$ cat src/rtl/umul_pkg.sv
package umul_pkg;

  typedef struct packed {
    logic co;
    logic s;
  } fa_res_t;

  // one-bit full adder: x + y + ci = 2*co + s
  function automatic fa_res_t fa_add(input logic x, input logic y, input logic ci);
    fa_res_t r;
    r.s  = x ^ y ^ ci;
    r.co = (x & y) | (ci & (x ^ y));
    return r;
  endfunction

endpackage

$ cat src/rtl/umul_cell.sv
module umul_cell
  import umul_pkg::*;
(
  input  logic a_bit,
  input  logic x_bit,
  input  logic s_in,
  input  logic c_in,
  output logic s_out,
  output logic c_out
);

  fa_res_t res;

  assign res   = fa_add(a_bit & x_bit, s_in, c_in);
  assign s_out = res.s;
  assign c_out = res.co;

endmodule

$ cat src/rtl/umul_row.sv
// One partial-product row: K cells, then a register bank.
// Sum/carry vectors are aligned to weight 2^IDX on input, 2^(IDX+1) on output.
module umul_row #(
  parameter int K   = 5,
  parameter int IDX = 0
) (
  input  logic         clk,
  input  logic         rst,
  input  logic         v_i,
  input  logic [K-1:0] a_i,
  input  logic         xb_i,
  input  logic [K-1:0] s_i,
  input  logic [K-1:0] c_i,
  input  logic [K-1:0] lo_i,
  output logic         v_o,
  output logic [K-1:0] s_o,
  output logic [K-1:0] c_o,
  output logic [K-1:0] lo_o
);

  logic [K-1:0] cs;
  logic [K-1:0] cc;
  logic [K-1:0] s_nx;
  logic [K-1:0] lo_nx;

  for (genvar m = 0; m < K; m++) begin : g_cell
    umul_cell u_cell (
      .a_bit (a_i[m]),
      .x_bit (xb_i),
      .s_in  (s_i[m]),
      .c_in  (c_i[m]),
      .s_out (cs[m]),
      .c_out (cc[m])
    );
  end

  always_comb begin
    s_nx       = {1'b0, cs[K-1:1]};
    lo_nx      = lo_i;
    lo_nx[IDX] = cs[0];
  end

  always_ff @(posedge clk) begin
    if (rst) begin
      v_o  <= 1'b0;
      s_o  <= '0;
      c_o  <= '0;
      lo_o <= '0;
    end else begin
      v_o  <= v_i;
      s_o  <= s_nx;
      c_o  <= cc;
      lo_o <= lo_nx;
    end
  end

endmodule

$ cat src/rtl/umul_cpa.sv
// Final row: ripple of full adders resolving the carry-save pair, then the output register.
module umul_cpa
  import umul_pkg::*;
#(
  parameter int K = 5
) (
  input  logic           clk,
  input  logic           rst,
  input  logic           v_i,
  input  logic [K-1:0]   s_i,
  input  logic [K-1:0]   c_i,
  input  logic [K-1:0]   lo_i,
  output logic           v_o,
  output logic [2*K-1:0] p_o
);

  logic [K-1:0] hi;
  logic         carry;
  fa_res_t      fr;

  always_comb begin
    carry = 1'b0;
    fr    = '0;
    hi    = '0;
    for (int m = 0; m < K; m++) begin
      fr    = fa_add(s_i[m], c_i[m], carry);
      hi[m] = fr.s;
      carry = fr.co;
    end
  end

  always_ff @(posedge clk) begin
    if (rst) begin
      v_o <= 1'b0;
      p_o <= '0;
    end else begin
      v_o <= v_i;
      p_o <= {hi, lo_i};
    end
  end

endmodule

$ cat src/rtl/umul_array_pipe.sv
module umul_array_pipe #(
  parameter int K = 5
) (
  input  logic             clk,
  input  logic             rst,
  input  logic             in_valid,
  input  logic [K-1:0]     in_a,
  input  logic [K-1:0]     in_b,
  output logic             out_valid,
  output logic [2*K-1:0]   out_prod
);

  localparam int PW = 2 * K;

  logic         v_q  [0:K];
  logic [K-1:0] s_q  [0:K];
  logic [K-1:0] c_q  [0:K];
  logic [K-1:0] lo_q [0:K];

  assign v_q[0]  = in_valid;
  assign s_q[0]  = '0;
  assign c_q[0]  = '0;
  assign lo_q[0] = '0;

  // Stage r: operands seen by row r. Multiplier bits already consumed are dropped.
  for (genvar r = 0; r < K; r++) begin : g_op
    logic [K-1:0]   aq;
    logic [K-1-r:0] xq;

    if (r == 0) begin : g_head
      assign aq = in_a;
      assign xq = in_b;
    end else begin : g_dly
      always_ff @(posedge clk) begin
        if (rst) begin
          aq <= '0;
          xq <= '0;
        end else begin
          aq <= g_op[r-1].aq;
          xq <= g_op[r-1].xq[K-r:1];
        end
      end
    end

    umul_row #(
      .K   (K),
      .IDX (r)
    ) u_row (
      .clk  (clk),
      .rst  (rst),
      .v_i  (v_q[r]),
      .a_i  (aq),
      .xb_i (xq[0]),
      .s_i  (s_q[r]),
      .c_i  (c_q[r]),
      .lo_i (lo_q[r]),
      .v_o  (v_q[r+1]),
      .s_o  (s_q[r+1]),
      .c_o  (c_q[r+1]),
      .lo_o (lo_q[r+1])
    );
  end

  logic [PW-1:0] prod_q;
  logic          vout_q;

  umul_cpa #(
    .K (K)
  ) u_cpa (
    .clk  (clk),
    .rst  (rst),
    .v_i  (v_q[K]),
    .s_i  (s_q[K]),
    .c_i  (c_q[K]),
    .lo_i (lo_q[K]),
    .v_o  (vout_q),
    .p_o  (prod_q)
  );

  assign out_valid = vout_q;
  assign out_prod  = prod_q;

endmodule

$ cat config.mk
export PLATFORM = sky130hd
export DESIGN_NAME = umul_array_pipe
export DESIGN_NICKNAME = d
export VERILOG_FILES = /design/src/rtl/umul_pkg.sv /design/src/rtl/umul_cell.sv /design/src/rtl/umul_row.sv /design/src/rtl/umul_cpa.sv /design/src/rtl/umul_array_pipe.sv
export SDC_FILE = /design/constraint.sdc
export NUM_CORES = 1
export LEC_CHECK = 0
export BUFFER_PORTS_ARGS = -buffer_cell sky130_fd_sc_hd__buf_4
export CORE_ASPECT_RATIO = 0.9
export CORE_MARGIN = 8
export CORE_UTILIZATION = 45
export DETAILED_ROUTE_END_ITERATION = 12
export PLACE_DENSITY_LB_ADDON = 0.12
export SLEW_MARGIN = 20
export SYNTH_ARGS = -nofsm -noshare
export SYNTH_HDL_FRONTEND = slang
export SYNTH_SLANG_ARGS = --single-unit
$ cat constraint.sdc
create_clock -name clk -period 2.05 [get_ports clk]
set_clock_uncertainty 0.1 [all_clocks]
set_input_delay 0.615 -clock clk [delete_from_list [all_inputs] [get_ports clk]]
set_output_delay 0.615 -clock clk [all_outputs]
set_load 0.01 [all_outputs]
# --- Word level (Yosys, flattened, before mapping) ---
# Cells that the tools add are included.
classes:
  n_bitwise: 129
ops:
  columns: ["cell", "count"]
  rows:
  - ["1-bit AND", 67]
  - ["1-bit XOR", 44]
  - ["1-bit bitwise OR", 18]
totals:
  input_bits: 13
  register_bits: 106
  word_cells: 163

# --- Logic depth before layout (Yosys ltp) ---
depth:
  word_depth: 8
  mapped_depth: 8

# --- Hierarchy ---
# From an unflattened synthesis, not the netlist that was laid out.
hier_totals:
  cells_unflattened: 411
  area_unflattened_um2: 4481.8
modules_own_cells:
  columns: ["mod", "area_per_inst_um2", "cells_each", "n_inst", "seq_area_each_um2"]
  rows:
  - ["umul_row", 444.2, 33, 5, 300.3]
  - ["umul_cell", 38.8, 6, 25, 0.0]
  - ["umul_array_pipe", 885.8, 64, 1, 600.6]
  - ["umul_cpa", 405.4, 32, 1, 220.2]

# --- Worst setup path before layout ---
# OpenSTA, ideal clock, no wires.
synth_timing:
  path_type: "flip-flop to flip-flop"
  startpoint: "register g_op[4].u_row.c_o[0]"
  endpoint: "register u_cpa.p_o[8]"
  t_required_ns: 1.838
  synth_period_minus_slack_ns: 1.851
  arrival_time_ns: 1.639
  stages_incl_launch_ff: 9
  setup_slack_ns: 0.199
  setup_time_ns: 0.112
  path_cell_list: "dfxtp_1 ha_1 inv_1 fa_1 inv_1 fa_1 inv_1 fa_1 nor2_1"
synth_via:
  elab_chain_cells: 6
synth_rtl:
  columns: ["element", "line_no", "text"]
  rows:
  - ["from (decl)", "umul_row.sv:17", "output logic [K-1:0] c_o,"]
  - ["from (signal assigned)", "umul_row.sv:47", "c_o <= '0;"]
  - ["from (signal assigned)", "umul_row.sv:52", "c_o <= cc;"]
  - ["1-bit AND (2 in a row)", "umul_pkg.sv:12", "r.co = (x & y) | (ci & (x ^ y));"]
  - ["1-bit bitwise OR", "umul_pkg.sv:12", null]
  - ["1-bit AND", "umul_pkg.sv:12", null]
  - ["1-bit bitwise OR", "umul_pkg.sv:12", null]
  - ["1-bit XOR", "umul_pkg.sv:11", "r.s = x ^ y ^ ci;"]
  - ["to (signal assigned)", "umul_cpa.sv:38", "p_o <= {hi, lo_i};"]
  - ["to (decl)", "umul_cpa.sv:14", "output logic [2*K-1:0] p_o"]
# No other way between the ends.
# A chain may end at the register's enable or synchronous reset.

# --- Worst setup path after layout ---
# Same ends and word-level chain as after synthesis.

==> run metrics <==
post-detailed-placement half-perimeter wirelength=2320 um; nature of the critical path startpoint=flip-flop; CTS resizes=0; Post-Syn Nets=304; power density over the cells=880 mW/mm^2; worst min-delay path category=reg -> reg; final period utilization=93.0%; combined global-route utilization of all metal layers=8.22%; Cells after Synth=271; sum of negative setup slack=0 ps; average vias per placed instance=3.97; CP Data Arrival Time=2050 ps; residual overflow from global routing=0; cell count of the worst hold path=1; via count of the first global-routing pass=1537; share of post-route cells with drive strength above 1=13.2%; Routed WL per cell=8.65 um; core area=0.00666 sq mm; CTS Root Buffer Type=sky130_fd_sc_hd__clkbuf_8; Worst EP required=2190 ps; count of final setup violators=0; Lkg Pwr=1.39 nW; initial detailed-routing violation count=51; non-filler instance count after layout=393; routed length on met3=213 um; post-synthesis instance area=0.00312 sq mm; routed wl met2=1540 um; Reg2Reg Launch Point=g_op[4].u_row.c_o[0]; count of hold-fix buffers inserted at cts=0; largest net degree at the start of global routing=41; post-CTS setup repair buffer count=0; global-route wire length before repair=6520 um; Tmin final=1910 ps; number of top-level design ports=24; GPL Wtd Cong=0.627; type of the setup path with the least slack=reg -> reg; number of nets still failing antenna checks after routing=0; horizontal extent of the die=104 um; Final Hold Violating Endpoints=0; Die ar.=0.00986 sq mm; Max Slew Vio Count=0; number of antenna violations at the first check in global routing=0; transition time at the pin with the least slew margin=249 ps; synth warn=0; CTS tree=built; timing-limited maximum frequency=524 MHz; nature of the critical path endpoint=flip-flop; unrepaired setup endpoints after global routing=false; count of standard-cell rows=28; uppermost signal routing layer after detailed routing=met4; initial cell density of the core=46.9%; source-to-sink clock delay at the later pin of the worst-skew pair=340 ps; Yosys top cell by area=sky130_fd_sc_hd__dfxtp_1; number of placed instances with taps included=377; sum of routed wire length over all layers=3400 um; Avg Inst Size Synth=11.5 sq um; nets@finish=331; clock tree sinks=97; Synth Register Bits=97; most area-consuming cells after synthesis=sky130_fd_sc_hd__dfxtp_1 (62%), sky130_fd_sc_hd__nor2b_1 (12%), sky130_fd_sc_hd__fa_1 (9.6%), sky130_fd_sc_hd__inv_1 (3.7%), sky130_fd_sc_hd__nor2_1 (3.2%); fraction of post-synthesis cell area in the top cell type by area=62.3%; beginning of the worst hold path=g_op[3].xq[1]; Diodes inserted=0; Die Height=95.0 um; Worst R2R Path Depth=8; VDD IR max=0.483 mV; largest fanout of any net on the critical path=1; growth of design area from synthesis to finish=14.0%; Reg clk slew, reported paths=90 ps; # fillers=632; worst slew margin relative to its limit=83.4%; CTS Buf Count=9; number of unique standard cell types used by synthesis=12; met1 wire length=1600 um; outcome=finished clean; largest buffer count on any clock path=2; 1st-pass router iterations=3; count of unresolved DRC violations after routing=0; share of synthesized area occupied by flip-flops and latches=62.3%; H-tree levels=3; vias after detailed routing=1562; Max Cap Violations=0; number of buffers added on ports=23; launching instance or port of the critical path=g_op[4].u_row.c_o[0]
## critical path, stage by stage, from the launching register on
cell                      delay (ps)
sky130_fd_sc_hd__dfxtp_1         320
sky130_fd_sc_hd__ha_1            140
sky130_fd_sc_hd__inv_1            50
sky130_fd_sc_hd__fa_1            380
sky130_fd_sc_hd__inv_1            80
sky130_fd_sc_hd__fa_1            160
sky130_fd_sc_hd__inv_1            50
sky130_fd_sc_hd__fa_1            490
sky130_fd_sc_hd__nor2_1           40
## per-stage QoR
stage	hold WS [ps]	utilization (%)	cell area [sq um]	total power, mW	setup WS, ps
floorplan	314	-	3120	2.04	199
global placement	316	50.7	3370	2.08	154
detailed placement	322	50.7	3370	2.08	143
CTS	334	53.4	3560	3.19	126
global route	343	53.4	3560	3.29	28.4
finish	331	53.4	3560	3.13	143
## state kept, by name, indices dropped and copies added, names as in the netlist
register and flops:
g_op.u_row.s_o 20, g_op.aq 20, u_cpa.v_o 1, g_op.xq 10
u_cpa.p_o 10, g_op.u_row.v_o 5, g_op.u_row.c_o 16, g_op.u_row.lo_o 15
## cells in the final DEF (no fill, tap or decap)
cell and instances:
sky130_fd_sc_hd__inv_1 31, sky130_fd_sc_hd__dfxtp_1 97, sky130_fd_sc_hd__clkbuf_1 2, sky130_fd_sc_hd__buf_4 25
sky130_fd_sc_hd__clkinv_4 2, sky130_fd_sc_hd__and2_1 4, sky130_fd_sc_hd__and3b_1 9, sky130_fd_sc_hd__fa_1 15
sky130_fd_sc_hd__nor2b_1 61, sky130_fd_sc_hd__nand2_1 12, sky130_fd_sc_hd__nor2_1 27, sky130_fd_sc_hd__buf_12 1
sky130_fd_sc_hd__clkbuf_8 11, sky130_fd_sc_hd__ha_1 5, sky130_fd_sc_hd__clkinvlp_4 1
## synthesized netlist by cell type (all sizes together)
cell and number:
dfxtp 97, nor2b 61, inv 31, nor2 27
fa 15, nand2 12, buf 10, and3b 9
ha 5, and2 4
## routing by layer
layer | track usage, % | vias to the layer above
li1 | - | 846
met1 | 8.94 | 685
met2 | 12.9 | 27
met3 | 5.31 | 4
met4 | 2.89 | 0
met5 | 0 | -
## path summary, 6_finish.rpt
path | end | slack, ps
worst min-delay path | g_op[4].xq | 330
worst max register to register | u_cpa.p_o[8] | 140
worst min register to register | g_op[4].xq | 330
worst max-delay path | u_cpa.p_o[8] | 140
## power breakdown
| group | total [mW] | switching [mW] | internal [mW] |
|---|---|---|---|
| Clock | 1.10 | 0.588 | 0.513 |
| Combinational | 0.0937 | 0.0444 | 0.0494 |
| Sequential | 1.94 | 0.0129 | 1.92 |
| Total | 3.13 | 0.645 | 2.48 |
## cell families after synthesis
logic type                 after synthesis  synth area share [%]
DFF                                     97                  62.3
buffers and inverters                   41                  5.86
adders and majority gates               20                  11.6
and+or+nand+nor                        113                  20.3
## cell type report
type	instances	area, sq um	area share (%)
clock buffer	13	159	4.47
multi-input combinational	133	995	28.0
clock inverter	3	25.0	0.703
sequential	97	1940	54.6
inverter	31	116	3.27
tap	90	113	3.17
timing repair buffer	26	208	5.84
No activity file was read; power rests on OpenSTA's default activity.
